**src/rtl/irq_coal_pkg.sv**
```systemverilog
package irq_coal_pkg;

   // Register window geometry: 32 bytes, 32-bit words.
   localparam int WIN_BYTES  = 32;
   localparam int WORD_BYTES = 4;
   localparam int WIN_SLOTS  = WIN_BYTES / WORD_BYTES;

   // Word slots within the window.
   localparam logic [2:0] SLOT_MASK  = 3'd0;
   localparam logic [2:0] SLOT_COAL  = 3'd1;
   localparam logic [2:0] SLOT_AMASK = 3'd2;
   localparam logic [2:0] SLOT_CRED  = 3'd3;
   localparam logic [2:0] SLOT_TIMER = 3'd4;

   // Strobe bits carried in a credit write.
   localparam int UNMASK_BIT = 16;
   localparam int RELOAD_BIT = 17;

   // Decoded write command handed from the register decoder to the datapath.
   typedef struct packed {
      logic mask_wr;
      logic mask_val;
      logic cred_wr;
      logic unmask;
      logic reload;
   } wr_cmd_t;

endpackage

```
**src/rtl/irq_coal_regs.sv**
```systemverilog
module irq_coal_regs
   import irq_coal_pkg::*;
#(
   parameter int COAL_W = 6,
   parameter int CRED_W = 16,
   parameter int DATA_W = 32,
   parameter int SLOT_W = 3
) (
   input  logic              clk,
   input  logic              rst_n,
   input  logic              wr_en,
   input  logic [SLOT_W-1:0] wr_slot,
   input  logic [DATA_W-1:0] wr_data,
   input  logic [SLOT_W-1:0] rd_slot,
   input  logic              mask_cur,
   input  logic [CRED_W-1:0] cred_cur,
   input  logic [COAL_W-1:0] tmr_cur,
   output wr_cmd_t           cmd,
   output logic [CRED_W-2:0] dec_mag,
   output logic [COAL_W-1:0] coal_q,
   output logic              amask_q,
   output logic [DATA_W-1:0] rd_data
);

   localparam int MAG_W = CRED_W - 1;

   logic hit_mask, hit_coal, hit_amask, hit_cred;

   assign hit_mask  = wr_en && (wr_slot == SLOT_W'(SLOT_MASK));
   assign hit_coal  = wr_en && (wr_slot == SLOT_W'(SLOT_COAL));
   assign hit_amask = wr_en && (wr_slot == SLOT_W'(SLOT_AMASK));
   assign hit_cred  = wr_en && (wr_slot == SLOT_W'(SLOT_CRED));

   always_comb begin
      cmd          = '0;
      cmd.mask_wr  = hit_mask;
      cmd.mask_val = wr_data[0];
      cmd.cred_wr  = hit_cred;
      cmd.unmask   = hit_cred && wr_data[UNMASK_BIT];
      cmd.reload   = hit_cred && wr_data[RELOAD_BIT];
   end

   assign dec_mag = wr_data[MAG_W-1:0];

   // Bits of the write word that no register takes.
   logic unused_wr_bits;
   assign unused_wr_bits = ^{wr_data[DATA_W-1:RELOAD_BIT+1],
                             wr_data[UNMASK_BIT-1:MAG_W]};

   always_ff @(posedge clk) begin
      if (!rst_n) begin
         coal_q  <= '0;
         amask_q <= 1'b0;
      end else begin
         if (hit_coal)  coal_q  <= wr_data[COAL_W-1:0];
         if (hit_amask) amask_q <= wr_data[0];
      end
   end

   always_comb begin
      rd_data = '0;
      unique case (rd_slot)
         SLOT_W'(SLOT_MASK):  rd_data = DATA_W'(mask_cur);
         SLOT_W'(SLOT_COAL):  rd_data = DATA_W'(coal_q);
         SLOT_W'(SLOT_AMASK): rd_data = DATA_W'(amask_q);
         SLOT_W'(SLOT_CRED):  rd_data = DATA_W'(cred_cur);
         SLOT_W'(SLOT_TIMER): rd_data = DATA_W'(tmr_cur);
         default:             rd_data = '0;
      endcase
   end

   // Strobes are never stored: slot 3 carries no flag bits when read.
   a_r9_flags_not_stored: assert property (@(posedge clk) disable iff (!rst_n)
      (rd_slot == SLOT_W'(SLOT_CRED)) |-> (rd_data[DATA_W-1:CRED_W] == '0));

   a_r11_coal_written: assert property (@(posedge clk) disable iff (!rst_n)
      hit_coal |=> (coal_q == $past(wr_data[COAL_W-1:0])));

endmodule

```
**src/rtl/irq_coal_timer.sv**
```systemverilog
module irq_coal_timer #(
   parameter int COAL_W = 6
) (
   input  logic              clk,
   input  logic              rst_n,
   input  logic              load,
   input  logic [COAL_W-1:0] load_val,
   input  logic              tick,
   output logic [COAL_W-1:0] tmr_q,
   output logic              tmr_zero
);

   assign tmr_zero = (tmr_q == '0);

   always_ff @(posedge clk) begin
      if (!rst_n) begin
         tmr_q <= '0;
      end else if (load) begin
         tmr_q <= load_val;
      end else if (tick && !tmr_zero) begin
         tmr_q <= tmr_q - 1'b1;
      end
   end

   a_r5_tick_step: assert property (@(posedge clk) disable iff (!rst_n)
      (!load && tick && tmr_q != '0) |=> (tmr_q == $past(tmr_q) - 1'b1));

   a_r5_idle_hold: assert property (@(posedge clk) disable iff (!rst_n)
      (!load && !tick) |=> $stable(tmr_q));

   a_r9_reload: assert property (@(posedge clk) disable iff (!rst_n)
      load |=> (tmr_q == $past(load_val)));

endmodule

```
**src/rtl/irq_coal_credit.sv**
```systemverilog
module irq_coal_credit #(
   parameter int CRED_W = 16
) (
   input  logic              clk,
   input  logic              rst_n,
   input  logic              inc,
   input  logic              dec,
   input  logic [CRED_W-2:0] dec_mag,
   output logic [CRED_W-1:0] cred_q,
   output logic              zero_by_write
);

   logic [CRED_W-1:0] sub_val;
   logic [CRED_W-1:0] cred_next;

   assign sub_val       = dec ? {1'b0, dec_mag} : '0;
   assign cred_next     = cred_q + CRED_W'(inc) - sub_val;
   assign zero_by_write = dec && (cred_next == '0);

   always_ff @(posedge clk) begin
      if (!rst_n) cred_q <= '0;
      else        cred_q <= cred_next;
   end

   a_r6_send_adds_one: assert property (@(posedge clk) disable iff (!rst_n)
      (inc && !dec) |=> (cred_q == $past(cred_q) + 1'b1));

   a_r7_write_subtracts: assert property (@(posedge clk) disable iff (!rst_n)
      (dec && !inc) |=> (cred_q == CRED_W'($past(cred_q) - {1'b0, $past(dec_mag)})));

   a_r7_no_change: assert property (@(posedge clk) disable iff (!rst_n)
      (!dec && !inc) |=> $stable(cred_q));

endmodule

```
**src/rtl/irq_coal_gate.sv**
```systemverilog
module irq_coal_gate
   import irq_coal_pkg::*;
(
   input  logic    clk,
   input  logic    rst_n,
   input  logic    evt,
   input  wr_cmd_t cmd,
   input  logic    amask,
   input  logic    tmr_zero,
   input  logic    cred_clear,
   output logic    fire,
   output logic    mask_q,
   output logic    held_q,
   output logic    stat_q,
   output logic    msg_q
);

   assign fire = (held_q || evt) && !mask_q && tmr_zero;

   always_ff @(posedge clk) begin
      if (!rst_n) begin
         mask_q <= 1'b1;
         held_q <= 1'b0;
         stat_q <= 1'b0;
         msg_q  <= 1'b0;
      end else begin
         msg_q <= fire;

         if (fire)            held_q <= 1'b0;
         else if (evt)        held_q <= 1'b1;
         else if (cred_clear) held_q <= 1'b0;

         if (evt)             stat_q <= 1'b1;
         else if (cred_clear) stat_q <= 1'b0;

         if (cmd.mask_wr)         mask_q <= cmd.mask_val;
         else if (fire && amask)  mask_q <= 1'b1;
         else if (cmd.unmask)     mask_q <= 1'b0;
      end
   end

   a_r2_masked_event_held: assert property (@(posedge clk) disable iff (!rst_n)
      (mask_q && evt) |=> held_q);

   a_r10_auto_mask: assert property (@(posedge clk) disable iff (!rst_n)
      (fire && amask && !cmd.mask_wr) |=> mask_q);

   a_r8_discard: assert property (@(posedge clk) disable iff (!rst_n)
      (cred_clear && !evt) |=> (!held_q && !stat_q));

endmodule

```
**src/rtl/irq_coal_credit_ctl.sv**
```systemverilog
module irq_coal_credit_ctl
   import irq_coal_pkg::*;
#(
   parameter int COAL_W    = 6,
   parameter int CRED_W    = 16,
   parameter int DATA_W    = 32,
   parameter int IDX_W     = 11,
   parameter int RES_INDEX = 0,
   localparam int SLOT_W   = $clog2(WIN_SLOTS)
) (
   input  logic              clk,
   input  logic              rst_n,
   input  logic              evt_i,
   input  logic              tick_i,
   input  logic              wr_en_i,
   input  logic [SLOT_W-1:0] wr_slot_i,
   input  logic [DATA_W-1:0] wr_data_i,
   input  logic [SLOT_W-1:0] rd_slot_i,
   output logic [DATA_W-1:0] rd_data_o,
   output logic              msg_o,
   output logic [IDX_W-1:0]  msg_idx_o,
   output logic              pend_o
);

   generate
      if (CRED_W < 2 || CRED_W > UNMASK_BIT) begin : g_bad_cred
         $error("CRED_W must lie in 2..16");
      end
      if (COAL_W < 1 || COAL_W >= CRED_W) begin : g_bad_coal
         $error("COAL_W must lie in 1..CRED_W-1");
      end
      if (DATA_W < RELOAD_BIT + 2) begin : g_bad_data
         $error("DATA_W too narrow for the flag bits");
      end
      if (RES_INDEX < 0 || RES_INDEX >= (1 << IDX_W)) begin : g_bad_idx
         $error("RES_INDEX does not fit in IDX_W");
      end
   endgenerate

   wr_cmd_t           cmd;
   logic [CRED_W-2:0] dec_mag;
   logic [COAL_W-1:0] coal_q;
   logic              amask_q;
   logic [COAL_W-1:0] tmr_q;
   logic              tmr_zero;
   logic [CRED_W-1:0] cred_q;
   logic              cred_clear;
   logic              fire, mask_q, held_q, stat_q, msg_q;

   irq_coal_regs #(
      .COAL_W (COAL_W),
      .CRED_W (CRED_W),
      .DATA_W (DATA_W),
      .SLOT_W (SLOT_W)
   ) u_regs (
      .clk      (clk),
      .rst_n    (rst_n),
      .wr_en    (wr_en_i),
      .wr_slot  (wr_slot_i),
      .wr_data  (wr_data_i),
      .rd_slot  (rd_slot_i),
      .mask_cur (mask_q),
      .cred_cur (cred_q),
      .tmr_cur  (tmr_q),
      .cmd      (cmd),
      .dec_mag  (dec_mag),
      .coal_q   (coal_q),
      .amask_q  (amask_q),
      .rd_data  (rd_data_o)
   );

   irq_coal_timer #(.COAL_W(COAL_W)) u_timer (
      .clk      (clk),
      .rst_n    (rst_n),
      .load     (fire || cmd.reload),
      .load_val (coal_q),
      .tick     (tick_i),
      .tmr_q    (tmr_q),
      .tmr_zero (tmr_zero)
   );

   irq_coal_credit #(.CRED_W(CRED_W)) u_credit (
      .clk           (clk),
      .rst_n         (rst_n),
      .inc           (fire),
      .dec           (cmd.cred_wr),
      .dec_mag       (dec_mag),
      .cred_q        (cred_q),
      .zero_by_write (cred_clear)
   );

   irq_coal_gate u_gate (
      .clk        (clk),
      .rst_n      (rst_n),
      .evt        (evt_i),
      .cmd        (cmd),
      .amask      (amask_q),
      .tmr_zero   (tmr_zero),
      .cred_clear (cred_clear),
      .fire       (fire),
      .mask_q     (mask_q),
      .held_q     (held_q),
      .stat_q     (stat_q),
      .msg_q      (msg_q)
   );

   assign msg_o     = msg_q;
   assign msg_idx_o = msg_q ? IDX_W'(RES_INDEX) : '0;
   assign pend_o    = stat_q;

   // A message only leaves after a cycle in which the timer read zero.
   a_r5_needs_idle_timer: assert property (@(posedge clk) disable iff (!rst_n)
      msg_o |-> $past(tmr_zero));

   // A non-zero hold-off value forbids back-to-back messages.
   a_r5_gap: assert property (@(posedge clk) disable iff (!rst_n)
      (msg_o && $past(coal_q) != '0) |=> !msg_o);

   // A message needs the mask clear in the cycle that sent it.
   a_r2_mask_blocks: assert property (@(posedge clk) disable iff (!rst_n)
      msg_o |-> !$past(mask_q));

endmodule

```
**config.mk**
```make
export PLATFORM = sky130hd
export DESIGN_NAME = irq_coal_credit_ctl
export DESIGN_NICKNAME = d
export VERILOG_FILES = /design/src/rtl/irq_coal_pkg.sv /design/src/rtl/irq_coal_regs.sv /design/src/rtl/irq_coal_timer.sv /design/src/rtl/irq_coal_credit.sv /design/src/rtl/irq_coal_gate.sv /design/src/rtl/irq_coal_credit_ctl.sv
export SDC_FILE = /design/constraint.sdc
export NUM_CORES = 1
export LEC_CHECK = 0
export ABC_AREA = 1
export BUFFER_PORTS_ARGS = -buffer_cell sky130_fd_sc_hd__buf_2
export CAP_MARGIN = 20
export CORE_MARGIN = 2
export CORE_UTILIZATION = 49
export DETAILED_ROUTE_END_ITERATION = 6
export PLACE_DENSITY = 0.78
export REMOVE_ABC_BUFFERS = 1
export SLEW_MARGIN = 5
export SYNTH_ARGS = -nofsm -noshare
export SYNTH_HDL_FRONTEND = slang
export SYNTH_HIERARCHICAL = 1
export SYNTH_SLANG_ARGS = --single-unit
```
**constraint.sdc**
```tcl
create_clock -name clk -period 3.23 [get_ports clk]
set_input_delay 0.323 -clock clk [delete_from_list [all_inputs] [get_ports clk]]
set_output_delay 0.323 -clock clk [all_outputs]
set_load 0.02 [all_outputs]
```
==> results of run 1 <==
through the flow:
stage | cells | TNS [ps]
after floorplan | 506 | -220
after global placement | 650 | -152
after detailed placement | 650 | -257
after CTS | 679 | 0
after global routing | 683 | -328
final | 683 | -52.6
flip-flops by register name (all words and copies together) (netlist names):
| name | count |
|---|---|
| u_gate/stat_q | 1 |
| u_regs/amask_q | 1 |
| u_regs/coal_q | 6 |
| u_gate/msg_q | 1 |
| u_timer/tmr_q | 6 |
| u_gate/mask_q | 1 |
| u_credit/cred_q | 16 |
| u_gate/held_q | 1 |
logic make-up after synthesis:
kind of cell | count (synthesis)
simple gates | 294
buf+inv | 136
fa+ha+maj | 33
flops | 33
compound gates | 29
xor+xnor | 5
other cells | 2
final timing paths:
check	slack (ps)	cells after the start	endpoint	startpoint
setup / recovery	-50	22	u_gate/held_q	u_timer/tmr_q[0]
setup reg to reg	-50	22	u_gate/held_q	u_timer/tmr_q[0]
hold / removal	290	3	u_gate/mask_q	wr_data_i[0]
hold reg to reg	470	2	u_gate/stat_q	u_gate/stat_q
worst reg2reg max path: stages, from the launching register on:
cell and delay (ps):
dfxtp_2 330, inv_2 70, ha_4 150, nand3_4 80, inv_2 70, inv_2 40
nor3_2 180, inv_1 110, ha_4 280, inv_2 40, ha_4 150, fa_2 400
xor2_2 170, nor3_1 270, nand3_1 120, nor2_1 90, nand2_1 90, nor2_1 110
nand2_1 100, nor2_4 120, inv_2 60, a21oi_2 130, nor3_2 40
cell usage in the layout, fill, tap and decap left out, drive strengths merged:
master / n
a21oi: 22
a31oi: 1
and2: 3
buf: 92
bufinv: 1
clkbuf: 7
conb: 27
dfxtp: 33
fa: 1
ha: 32
inv: 85
nand2: 174
nand3: 31
nand3b: 4
nand4: 8
nor2: 65
nor3: 8
nor4: 1
o21ai: 6
xnor2: 2
xor2: 3
layout make-up:
cell class	count	share of cell area
flip-flops and latches	33	0.168
clock buffers	7	0.0219
repair buffers	92	0.150
inverters	85	0.0810
multi-input cells	388	0.547
clock inverters	1	0.00763
well taps	77	0.0245
layer usage:
metal | up-vias | share of wire
li1 | 1707 | -
met1 | 1542 | 0.43
met3 | 25 | 0.069
met5 | - | 0
met4 | 0 | 0.026
met2 | 156 | 0.48
cells in the mapped netlist, types with 5 or more instances:
library cell,n
a21oi_1,20
nand2_1,163
inv_1,81
nand4_1,8
nand3_1,27
buf_4,45
nor2_1,61
o21ai_0,5
nand2_2,11
ha_1,32
dfxtp_1,33
power breakdown:
group | internal [W] | leakage [nW] | switching (W)
Clock | 0.000252 | 0.0585 | 0.000161
Sequential | 0.000526 | 0.273 | 0.0000691
Combinational | 0.00119 | 1.84 | 0.00168
repair_timing:
item                                   in CTS  in global routing
resized for setup                          15                 18
setup endpoints to repair                   2                  4
pin swaps                                  10                 19
buffers inserted                           21                  5
endpoints found under the hold margin       0                  0
==> metrics.txt, run 1 <==
mux cell area share after synthesis 0; Layout Utilization 0.613; vias in the first global route between 3000 and 4000; max frequency between 0.3 and 0.4 GHz; failing checks design-rule violations, negative setup slack; layout cells sized above 1 0.259; via count between 3000 and 4000; period utilisation layout 1.02; pwr dens approximately 1000 nW/um^2; largest family of logic cells by synthesized area simple AND/OR/NAND/NOR gates; grt peak-use layer met2; final WL 8400 microns; FF+latch area about 660 sq um; Total Die Area approximately 7400 sq um; adder and majority cell fraction of the synthesized area 0.128; Area Growth Syn to Fin 20.0%; num rows 29; CP peak stage delay ~400 ps; TritonCTS clock tree yes; Tot Pwr ~0.0039 W; Initial Utilization 0.511; outcome complete, but fails checks; I/O pins ~90; Final #Nets around 680; Max FO, Critical Path 4; largest net degree at the start of global routing 15; FF+latch count, synth 33; Yosys top cell area share 0.201; worst hold path type input pin to flip-flop; total grt overflow 0; post-DR vias/cell ~5.0; die height ~86 microns; diode count 0; DR WL/cell between 10 and 15 microns; slowest CP cell fa_2; largest area contributor in the netlist dfxtp_1; clk root buf clkbuf_8; Mapped Cells between 500 and 600; VDD IR-drop max around 330 uV; initial drt markers between 200 and 250; Yosys warning total 6; Longest Clk Path Bufs 2; Setup Skew 5.83 ps; CP startpoint kind flip-flop; RSZ-0062 raised after global routing true; hpwl dp between 5000 and 6000 microns; kind of critical path flip-flop to flip-flop; number of port buffers 45; final-report max-slew violation count 0; Die Wd 85.8 microns; Core ar. about 6400 sq um; DRT Pass-1 Iters 7; Worst Setup End Kind flip-flop; xor/xnor share of the synthesized area 0.0156; worst path required time ~3400 ps; final setup fails 1; sequential share of the synthesized area 0.201; max-capacitance violation count 0; EDFF count, synth 0; DRT antenna net count 0; H-tree levels 2; post-placement cell area 3510 sq um; total clock sinks 33; Post-Syn Area between 3000 and 4000 sq um; area taken by multi-input logic gates about 2200 sq um; DRC errors left 5; relative slew slack 0.473; crit-path cells inv_2 -> ha_4 -> nand3_4 -> inv_2 -> inv_2 -> nor3_2 -> inv_1 -> ha_4 -> inv_2 -> ha_4 -> fa_2 -> xor2_2 -> nor3_1 -> nand3_1 -> nor2_1 -> nand2_1 -> nor2_1 -> nand2_1 -> nor2_4 -> inv_2 -> a21oi_2 -> nor3_2; post-route cell area ~3900 sq um; CTS Hold Bufs 0; worst path buffer plus inverter count 6; compound-gate portion of the synthesized area 0.0492; GRT Util Overall 0.229; CP most frequent cell inv_2; worst path arrival time between 3000 and 4000 ps; syn avg cell area roughly 6.2 sq um; routing usage on met1 0.281; synth top area cells dfxtp_1 20%, nand2_1 19%, ha_1 12%; clock latency on the worst-skew pair between 200 and 300 ps; Final Hold Vio Count 0; delay-heaviest family, CP simple AND/OR/NAND/NOR gates; initial antenna violation count 0; met3 usage 0.0346; post-synthesis cell type count 33; met2 GRT Util 0.401; Final min period ~3300 ps; Filler Cells Inserted between 500 and 600; Slew @ Worst Pin around 790 ps; first-pass GRT wire length approximately 14000 microns; dpl ws -180 ps; most used flip-flop cell after synthesis dfxtp_1; leakage power 2.17 nW; clock-pin slew on the worst setup and hold paths around 70 ps; Simple-Gate Fraction of Synth Area 0.393; Worst Setup Slack, final -52.6 ps; Hold Slack between 200 and 300 ps; GP Congestion approximately 0.92; ys async rst share 0; CTS Buf Count 5
No activity file was read; power rests on OpenSTA's default activity.
==> run 2: changes to the inputs <==
==> constraint.sdc (replaced) <==
create_clock -name clk -period 3.23 [get_ports clk]
set_input_delay 0.1615 -clock clk [delete_from_list [all_inputs] [get_ports clk]]
set_output_delay 0.1615 -clock clk [all_outputs]
set_load 0.02 [all_outputs]
==> run 2 against run 1 <==
  * The flow finishes with violations (design-rule violations)
  * Core utilization fell by 3.5 points
  * Design area down 5.8%
  * Via count down 6.0%
  * Largest cell class unchanged
  * Highest routed layer unchanged
==> metrics.txt, run 2 (synthesized netlist as in run 1, its figures left out) <==
outcome complete, but fails checks; failing checks design-rule violations; number of port buffers 45 (unchanged); commonest non-fill, non-tap cell in the layout nand2_1; vias in the first global route 2873 (-11%); Initial Utilization 0.511 (unchanged); Sum Neg Setup Slack 0 ps (+52.6 ps); CTS Buf Count 5 (unchanged); post-layout instance count excluding filler cells 661 (-3.2%); crit-path cells inv_2 -> ha_4 -> nand3_4 -> inv_2 -> inv_2 -> nor3_4 -> inv_1 -> ha_1 -> inv_2 -> ha_4 -> fa_2 -> xor2_2 -> nor3_2 -> nand3_1 -> nor2_1 -> nand2_1 -> nor2_1 -> nand2_1 -> nor2_4 -> inv_2 -> a21oi_2 -> nor3_2; DRT Pass-1 Iters 7 (unchanged); CTS Hold Bufs 0 (unchanged); die height 85.8 microns (unchanged); total clock sinks 33 (unchanged); placed cells 648 (-0.31%); period utilisation layout 0.965 (-0.0510); Worst Setup End Kind flip-flop; GP Congestion 0.908 (-1.0%); CP most frequent cell inv_2; via count 3223 (-6.0%); RSZ-0062 raised after global routing true; most frequent cells in the layout 158 x nand2_1, 75 x inv_1, 59 x nor2_1, 45 x buf_2, 31 x dfxtp_1; Final min period 3120 ps (-165 ps); leakage power 2.04 nW (-5.9%); post-placement cell area 3490 sq um (-0.43%); worst hold path type input pin to flip-flop; VDD IR-drop max 312 uV (-5.9%); largest net degree at the start of global routing 19 (+4); Max FO, Critical Path 4 (unchanged); Slew @ Worst Pin 809 ps (+21.1 ps); Final #Nets 659 (-3.2%); slowest CP cell fa_2; total grt overflow 0 (unchanged); CP startpoint kind flip-flop; Area Growth Syn to Fin 13.1%; diode count 0 (unchanged); DRC errors left 5 (unchanged); largest register by flop count u_credit/cred_q; final-report max-slew violation count 0 (unchanged); CP peak stage delay 390 ps (about the same); final setup fails 0 (-1); clock-pin slew on the worst setup and hold paths 80 ps (about the same); final WL 7380 microns (-12%); worst path buffer plus inverter count 6 (unchanged); clock latency on the worst-skew pair 290 ps (about the same); clk root buf clkbuf_8; delay-heaviest family, CP simple AND/OR/NAND/NOR gates; layout cells sized above 1 0.226 (-0.0330); Die Wd 85.8 microns (unchanged); kind of critical path flip-flop to flip-flop; Final Hold Vio Count 0 (unchanged); Longest Clk Path Bufs 2 (unchanged); hpwl dp 5800 microns (-2.9%); DRT antenna net count 0 (unchanged); pwr dens 952 nW/um^2 (-3.3%); worst path required time 3420 ps (about the same); GRT Util Overall 0.205 (-0.0240); max-capacitance violation count 0 (unchanged); Core ar. 6420 sq um (unchanged); post-DR vias/cell 4.88 (-2.9%); post-route cell area 3710 sq um (-5.8%); num rows 29 (unchanged); DR WL/cell 11.2 microns (-9.3%); H-tree levels 2 (unchanged); I/O pins 88 (unchanged); Setup Skew 7.48 ps (+1.65 ps); max frequency 0.321 GHz (+5.3%); TritonCTS clock tree yes; first-pass GRT wire length 12300 microns (-11%); initial antenna violation count 0 (unchanged); max reg flops 16 (unchanged); Filler Cells Inserted 622 (+8.9%); top flop regs u_credit/cred_q (16), u_regs/coal_q (6), u_timer/tmr_q (6); initial drt markers 138 (-42%); worst path arrival time 3310 ps (-150 ps); Total Die Area 7370 sq um (unchanged); relative slew slack 0.458 (-0.0141)
-- run 2: cell count changes in the layout (fill, tap and decap cells not counted), sizes merged --
cell      previous run  this run
clkinv               0         2
buf                 92        70
clkbuf               7         5
clkinvlp             0         1
bufinv               1         0
-- run 2: per-stage QoR --
stage                util  setup WS [ps]  total power [W]  hold WS (ps)
finish              0.578            112          0.00353           114
global route        0.578           -117          0.00390           129
global placement    0.544          -43.3          0.00293           405
floorplan               -          0.788          0.00232           259
detailed placement  0.544           -119          0.00299           415
CTS                 0.560           29.3          0.00334           110
-- run 2: worst paths after layout --
kind	startpoint	end	slack (ps)	cells after the start
worst min register to register	u_gate/stat_q	u_gate/stat_q	480	2
worst max register to register	u_timer/tmr_q[1]	u_gate/held_q	110	22
worst min-delay path	wr_data_i[0]	u_gate/mask_q	110	3
worst max-delay path	u_timer/tmr_q[1]	u_gate/held_q	110	22
-- run 2: final cells by class --
cell class	count	area, sq um	share of cell area
Sequential cell	33	663	0.179
Timing Repair Buffer	70	425	0.115
Inverter	85	319	0.0860
Clock inverter	3	17.5	0.00472
Tap cell	77	96.3	0.0260
Multi-Input combinational cell	388	2120	0.571
Clock buffer	5	68.8	0.0185
-- run 2: worst min-delay path: stages --
cell	delay [ps]
buf_2	100
a21oi_1	60
nand2_1	50
-- run 2: power breakdown --
group	total (W)	internal [W]	switching (W)
registers	0.000592	0.000526	0.0000664
clock network	0.000319	0.000149	0.000170
logic	0.00262	0.00106	0.00156
-- run 2: timing repair --
action | 4_1_cts | 5_1_grt
cloned | 0 | 0
gates resized for setup | 5 | 23
buffers inserted | 0 | 5
endpoints found under the setup margin | 2 | 2
pin swaps | 3 | 16
-- run 2: routing by layer --
metal,GRT usage,wire length [microns]
met1,0.264,3330
met2,0.349,3450
met3,0.0318,487
met4,0.0707,110
met5,0,0
==> run 3: changes to the inputs <==
Settings changed: PLACE_DENSITY 0.78 to 0.88.
==> run 3 against run 2 <==
  * The flow still finishes with violations (design-rule violations)
  * Combinational power is 2% lower
  * Clock skew is 0.83 ps higher
  * Design area is 1.4% higher
  * Global-route usage is 0.65 points higher
  * Critical endpoint unchanged
  * Highest routed layer unchanged
==> metrics.txt, run 3 (synthesized netlist as in run 1, its figures left out) <==
final setup fails 0 (unchanged); I/O pins 88 (unchanged); DRT antenna net count 0 (unchanged); Longest Clk Path Bufs 2 (unchanged); period utilisation layout 0.976 (+0.0103); Final min period 3150 ps (+33.3 ps); met3 usage 0.0356 (+0.00385); Final Hold Vio Count 0 (unchanged); max-capacitance violation count 0 (unchanged); final WL 7840 microns (+6.3%); num rows 29 (unchanged); RSZ-0062 raised after global routing true; die height 85.8 microns (unchanged); clock-pin slew on the worst setup and hold paths 80 ps (about the same); relative slew slack 0.512 (+0.0534); initial drt markers 240 (+74%); initial antenna violation count 0 (unchanged); number of port buffers 45 (unchanged); via count 3299 (+2.4%); H-tree levels 2 (unchanged); Total Die Area 7370 sq um (unchanged); VDD IR-drop max 406 uV (+30%); CTS Buf Count 5 (unchanged); pwr dens 942 nW/um^2 (-0.99%); Tot Pwr 0.00355 W (+0.44%); DRT Pass-1 Iters 7 (unchanged); most frequent cells in the layout 156 x nand2_1, 74 x inv_1, 58 x nor2_1, 45 x buf_2, 32 x dfxtp_1; DR WL/cell 11.8 microns (+6.1%); DRC errors left 5 (unchanged); diode count 0 (unchanged); CP startpoint kind flip-flop; kind of critical path flip-flop to flip-flop; outcome complete, but fails checks; Final #Nets 660 (+0.15%); post-DR vias/cell 4.98 (+2.2%); total clock sinks 33 (unchanged); Sum Neg Setup Slack 0 ps (unchanged); area taken by multi-input logic gates 2140 sq um (+0.89%); vias in the first global route 2969 (+3.3%); clock latency on the worst-skew pair 290 ps (about the same); worst path arrival time 3330 ps (+20 ps); leakage power 2.06 nW (+0.86%); worst path required time 3410 ps (about the same); met2 GRT Util 0.374 (+0.0241); HP Start wr_data_i[0]; largest register by flop count u_credit/cred_q; Slew @ Worst Pin 729 ps (-79.9 ps); final-report max-slew violation count 0 (unchanged); Setup Skew 8.31 ps (+0.832 ps); Crit. Startpoint u_timer/tmr_q[1]; grt peak-use layer met2; dpl ws -129 ps (-9.77 ps); TritonCTS clock tree yes; max reg flops 16 (unchanged); Initial Utilization 0.511 (unchanged); hpwl dp 5990 microns (+3.3%); FF+latch area 662 sq um (-0.19%); commonest non-fill, non-tap cell in the layout nand2_1; routing usage on met1 0.257 (-0.00738); first-pass GRT wire length 12600 microns (+2.4%); failing checks design-rule violations; Filler Cells Inserted 585 (-5.9%); Worst Setup Slack, final 78.8 ps (-33.3 ps); Layout Utilization 0.586 (+0.00838); layout cells sized above 1 0.236 (+0.00987); max frequency 0.317 GHz (-1.1%); Core ar. 6420 sq um (unchanged); Area Growth Syn to Fin 14.7%; GP Congestion 0.873 (-3.9%); largest net degree at the start of global routing 17 (-2); Max FO, Critical Path 4 (unchanged); GRT Util Overall 0.212 (+0.00654); Hold Slack 127 ps (+12.9 ps); total grt overflow 0 (unchanged); top flop regs u_credit/cred_q (16), u_regs/coal_q (6), u_timer/tmr_q (6); worst hold path type input pin to flip-flop; Worst Setup End Kind flip-flop; reg-to-reg startpoint u_timer/tmr_q[1]; clk root buf clkbuf_8; Die Wd 85.8 microns (unchanged)
## run 3: through the flow
stage | cell area [sq um] | std cells
after floorplan | 3010 | 506
after global placement | 3490 | 647
after detailed placement | 3490 | 647
after CTS | 3650 | 659
after global routing | 3760 | 662
final | 3760 | 662
## run 3: path summary, 6_finish.rpt
| check | endpoint | slack (ps) | cells past startpoint |
|---|---|---|---|
| max | u_gate/held_q | 80 | 25 |
| min | u_gate/mask_q | 130 | 3 |
| max reg2reg | u_gate/held_q | 80 | 25 |
| min reg2reg | u_gate/stat_q | 470 | 2 |
## run 3: critical path, cell delays in order (launching register included)
cell,delay [ps]
dfxtp_2,330
inv_2,70
ha_4,140
nand3_4,70
inv_2,60
inv_2,50
nor3_4,210
inv_2,70
ha_4,270
inv_2,40
ha_4,150
fa_2,390
nand2_1,90
nand2_1,60
nand3_2,80
nand3_1,70
nand2_1,90
nand2_1,60
nor2_1,80
nand2_1,80
nor2_1,100
nand2_1,70
nor2_2,120
inv_2,70
a21oi_2,150
nor3_2,50
## run 3: timing repair
action                     CTS  global route
hold endpoints to repair     0             0
setup buffers                4             3
gates resized for setup      5            27
pin swaps                    3            16
setup endpoints to repair    2             2
hold buffers                 0             0
## run 3: report_power, final
part | switching [W] | total, W | internal (W)
clock network | 0.000167 | 0.000398 | 0.000231
registers | 0.0000698 | 0.000594 | 0.000525
logic | 0.00155 | 0.00256 | 0.00100
total | 0.00179 | 0.00355 | 0.00176
## run 3: layer usage
metal  vias up  routed length, microns  share of wire
met5         -                       0              0
met4         0                     124          0.016
met3        10                     540          0.069
met2       136                    3930           0.50
met1      1485                    3250           0.41
li1       1668                       -              -
## run 3: layout make-up
class	count	area share
Inverter	85	0.0847
Multi-Input combinational cell	388	0.568
Clock buffer	5	0.0183
Clock inverter	3	0.0123
Timing Repair Buffer	71	0.115
Tap cell	77	0.0256
Sequential cell	33	0.176
